File: config.mk
export PLATFORM = sky130hd
export DESIGN_NAME = pac_chk_dp
export DESIGN_NICKNAME = d
export VERILOG_FILES = /design/src/rtl/pac_chk_pkg.sv /design/src/rtl/pac_chk_dp.sv
export SDC_FILE = /design/constraint.sdc
export NUM_CORES = 1
export LEC_CHECK = 0
export CAP_MARGIN = 10
export CORE_ASPECT_RATIO = 1.75
export CORE_MARGIN = 3
export CORE_UTILIZATION = 40
export DETAILED_ROUTE_END_ITERATION = 10
export HOLD_SLACK_MARGIN = 0.1
export PLACE_DENSITY = 0.86
export SLEW_MARGIN = 0
export SYNTH_ARGS = -nofsm -noshare
export SYNTH_HDL_FRONTEND = slang
export SYNTH_SLANG_ARGS = --single-unit
File: constraint.sdc
create_clock -name clk -period 2.6 [get_ports clk]
set_input_delay 0.65 -clock clk [delete_from_list [all_inputs] [get_ports clk]]
set_output_delay 0.65 -clock clk [all_outputs]
set_load 0.03 [all_outputs]
File: src/rtl/pac_chk_pkg.sv
package pac_chk_pkg;
  localparam int PTR_W        = 64;
  localparam int BOT_W        = $clog2(PTR_W);
  localparam int SEL_BIT      = 55;
  localparam int TAG_LO       = SEL_BIT + 1;
  localparam int ERR_TAG_LO   = 53;
  localparam int ERR_NOTAG_LO = 61;

  typedef enum logic [1:0] {ST_IDLE, ST_SEND, ST_WAIT, ST_DONE} chkState_t;

  typedef struct packed {
    logic load;
    logic capCode;
  } ctlStrobe_t;
endpackage

File: src/rtl/pac_chk_dp.sv
module pac_chk_dp
  import pac_chk_pkg::*;
(
  input  logic               clk,
  input  logic               rstN,
  input  ctlStrobe_t         strobe,
  input  logic [PTR_W-1:0]   inPtr,
  input  logic [PTR_W-1:0]   inMod,
  input  logic               inTagIgnore,
  input  logic [BOT_W-1:0]   inBotBit,
  input  logic               inKeyB,
  input  logic               inStrip,
  input  logic [PTR_W-1:0]   rspCode,
  output logic [PTR_W-1:0]   reqPtr,
  output logic [PTR_W-1:0]   reqMod,
  output logic               reqKeyB,
  output logic [PTR_W-1:0]   result,
  output logic               pass
);
  logic [PTR_W-1:0] ptrQ, modQ, codeQ;
  logic             tbiQ, keyBQ, stripQ;
  logic [BOT_W-1:0] botQ;

  always_ff @(posedge clk) begin
    if (!rstN) begin
      ptrQ <= '0; modQ <= '0; codeQ <= '0;
      tbiQ <= 1'b0; keyBQ <= 1'b0; stripQ <= 1'b0; botQ <= '0;
    end else begin
      if (strobe.load) begin
        ptrQ   <= inPtr;
        modQ   <= inMod;
        tbiQ   <= inTagIgnore;
        botQ   <= inBotBit;
        keyBQ  <= inKeyB;
        stripQ <= inStrip;
      end
      if (strobe.capCode) codeQ <= rspCode;
    end
  end

  logic [PTR_W-1:0] fieldMask, cmpMask;

  for (genvar gi = 0; gi < PTR_W; gi++) begin : g_bit
    localparam logic [BOT_W:0] POS = (BOT_W+1)'(gi);
    logic aboveBot;
    assign aboveBot = ({1'b0, botQ} <= POS);
    if (gi < SEL_BIT) begin : g_code
      assign fieldMask[gi] = aboveBot;
      assign cmpMask[gi]   = aboveBot;
    end else if (gi == SEL_BIT) begin : g_sel
      assign fieldMask[gi] = aboveBot;
      assign cmpMask[gi]   = 1'b0;
    end else begin : g_tag
      assign fieldMask[gi] = aboveBot && !tbiQ;
      assign cmpMask[gi]   = !tbiQ;
    end
  end

  logic [PTR_W-1:0] canon, poisoned;
  logic [1:0]       errCode;
  logic             match;

  assign canon   = (ptrQ & ~fieldMask) | (fieldMask & {PTR_W{ptrQ[SEL_BIT]}});
  assign errCode = keyBQ ? 2'b10 : 2'b01;
  assign match   = (((codeQ ^ ptrQ) & cmpMask) == '0);

  always_comb begin
    poisoned = canon;
    if (tbiQ) poisoned[ERR_TAG_LO +: 2]   = errCode;
    else      poisoned[ERR_NOTAG_LO +: 2] = errCode;
  end

  assign pass    = stripQ || match;
  assign result  = pass ? canon : poisoned;
  assign reqPtr  = canon;
  assign reqMod  = modQ;
  assign reqKeyB = keyBQ;


  err_field_chk: assert property (@(posedge clk) disable iff (!rstN)
    !pass |-> ((tbiQ ? result[ERR_TAG_LO +: 2] : result[ERR_NOTAG_LO +: 2])
               == (keyBQ ? 2'b10 : 2'b01)));


  tag_keep_chk: assert property (@(posedge clk) disable iff (!rstN)
    tbiQ |-> (result[PTR_W-1:TAG_LO] == ptrQ[PTR_W-1:TAG_LO]));
endmodule

==> flow_summary.json <==
{
  "outcome": "finished with violations",
  "violations": "negative setup slack",
  "hp-class": "reg2reg",
  "stdcell_area_um2": 18100,
  "fin_skew_ps": 0,
  "rsz0062_at_grt": "yes",
  "die_w_um": 127,
  "drive_gt1_frac": 0.363,
  "syn2layout_area_growth_pct": 75.8,
  "grt_usage": 0.291,
  "overflow": 0,
  "grt_max_degree": 130,
  "seq_area_frac_synth": 0.388,
  "crit_required_ps": 1950,
  "synth_top_family_by_area": "multiplexers",
  "critPathKind": "reg2out",
  "hold_slack_ps": 522,
  "p_int_uw": 6340,
  "synth-simple-area-share": 0.158,
  "min_period_over_period": 1.49,
  "maxSlewViolCount": 0,
  "clockBufferDepth": 2,
  "synthCells": 1031,
  "clkPwrFrac": 0.298,
  "finalNetCount": 1742,
  "end_kind": "primary output",
  "synth_flop_cell": "dfxtp_1",
  "fillers": 1677,
  "start_kind": "flop",
  "p_per_area_nw_per_um2": 508,
  "netSwitchingFraction": 0.313,
  "final_common_cell": "clkdlybuf4s50_1",
  "clkSinkCount": 200,
  "avgRoutedWirePerCell_um": 23.5,
  "place_area_um2": 15700,
  "path_clk_slew_ps": 70,
  "vias": 9882,
  "synth_compound_gate_area_share": 0.0585,
  "rows": 77,
  "core_area_um2": 25300,
  "synth.avg_cell_area_um2": 10.0,
  "drtAntennaViolNets": 0,
  "dp_hpwl_mm": 29.8,
  "combinationalPowerShare": 0.333,
  "p_sw_uw": 2880,
  "seqPwrFrac": 0.369,
  "antenna_found_initial": 6,
  "synth_edf_count": 0,
  "period_needed_ps": 3870,
  "clkLatencyLatePin_ps": 450,
  "viasPerCell": 5.28,
  "io_buffers": 397,
  "start_util": 0.407,
  "drt_pass1_iterations": 4,
  "fmax_ghz": 0.259,
  "critPathArrivalTime_ps": 3220,
  "final_cell_mix": "clkdlybuf4s50_1, mux2i_1, nor2b_1",
  "synthAdderAreaFrac": 0,
  "setup_viol": 118,
  "muxShareOfSynthArea": 0.265,
  "routed_wl_mm": 44.1,
  "drtIter0Drc": 608,
  "synthXorXnorAreaFrac": 0.0535,
  "die_area_um2": 27800,
  "drc": 0,
  "ys_ff_latch": 200,
  "hold_viol": 0,
  "fin_ws_ps": -1270,
  "holdBufCountCts": 0,
  "synth_nets": 1236,
  "synth_async_sr_flop_share": 0,
  "synth_cell_types": 54,
  "gp_congestion": 0.971,
  "numCtsBuffers": 17,
  "fp.dieH_um": 218,
  "drv_cap": 0,
  "r2r_setup_slack_ps": 1540,
  "grt_pass1_wl_mm": 61.6,
  "grt_pass1_vias": 10100,
  "tns_ps": -32730,
  "p_leak_uw": 0.00803,
  "path_max_fanout": 6,
  "io_pins": 399,
  "synth_area_um2": 10300,
  "worstMarginPinSlew_ps": 637,
  "irDropWorstVdd_mv": 0.461,
  "cts_root_buf": "clkbuf_16",
  "htreeDepth": 4,
  "yosys_warnings": 0,
  "cts_tree": "built",
  "max-slew-margin-rel": 0.572,
  "pre_cts_ws_ps": -872
}
through the flow:
stage          instances   util  power (uW)
4_1_cts             1840  0.684        9020
2_1_floorplan       1031      -        4780
3_5_place_dp        1776  0.619        6050
5_1_grt             1871  0.716        9520
3_3_place_gp        1776  0.619        6000
6_report            1872  0.716        9220
cell type report:
cell class	count	area (um^2)	area share
antenna	6	15.0	0.000828
clock buffer	19	453	0.0250
clock inverter	13	146	0.00807
inverter	2	7.51	0.000414
multi-input combinational	692	6410	0.353
sequential	200	4030	0.222
tap	316	395	0.0218
timing repair buffer	624	6680	0.368
synth_stat cells (all sizes together) (4+ instances only):
cell type,count,share of area
nor4,5,0.0036
dfxtp,200,0.39
and2,8,0.0049
xor2,37,0.031
mux2,65,0.071
nor2b,200,0.12
nor3,7,0.0034
buf,85,0.057
or2,4,0.0024
a21oi,29,0.014
or3,4,0.0024
a2111oi,5,0.0074
nand2,20,0.0073
o21ai,22,0.011
clkbuf,52,0.019
mux2i,200,0.19
nor2,19,0.0069
xnor2,26,0.022
a211oi,4,0.0029
power by group through the flow:
stage,Combinational (uW),Sequential (uW),Clock [uW]
finish,3070,3400,2750
global route,3190,3420,2910
CTS,2830,3390,2790
detailed placement,2580,3460,0
global placement,2540,3450,0
floorplan,1240,3540,0
sequential cells by signal, indices dropped and copies added, names as in the netlist:
name / cells
reqMod: 64
botQ: 6
codeQ: 63
tbiQ: 1
reqKeyB: 1
stripQ: 1
ptrQ: 64
worst max-delay path: stages (launching register included):
cell	delay [ps]
dfxtp_4	410
buf_6	160
buf_6	130
o211ai_1	140
a22o_1	300
nor4_4	300
nand4_1	220
nor4_4	320
buf_4	210
a21o_4	130
mux2_4	300
buf_6	140
worst paths after layout:
path / from / end / depth (start not counted)
max: botQ[2] / result[61] / 11
min: reqMod[10] / reqMod[10] / 2
max reg2reg: botQ[5] / botQ[5] / 4
min reg2reg: reqMod[10] / reqMod[10] / 2
routing by layer:
metal	part of all wire	wire length, um	up-vias	track usage
met5	0	0	-	0
met4	0.060	2650	0	0.167
met3	0.062	2710	154	0.0638
met2	0.52	23000	500	0.516
met1	0.36	15700	4776	0.315
li1	-	-	4452	-
logic make-up after synthesis:
group | after synthesis
XOR/XNOR | 63
AO/OA/AOI/OAI | 88
AND/OR/NAND/NOR | 276
multiplexers | 265
flip-flops | 200
buffers and inverters | 139
repair_timing:
item | 4_1_cts | 5_1_grt
endpoints found under the setup margin | 128 | 124
hold endpoints to repair | 0 | 0
resized for setup | 254 | 147
pin swaps | 38 | 42
buffers inserted | 36 | 41
Power figures use the tool's default switching activity.
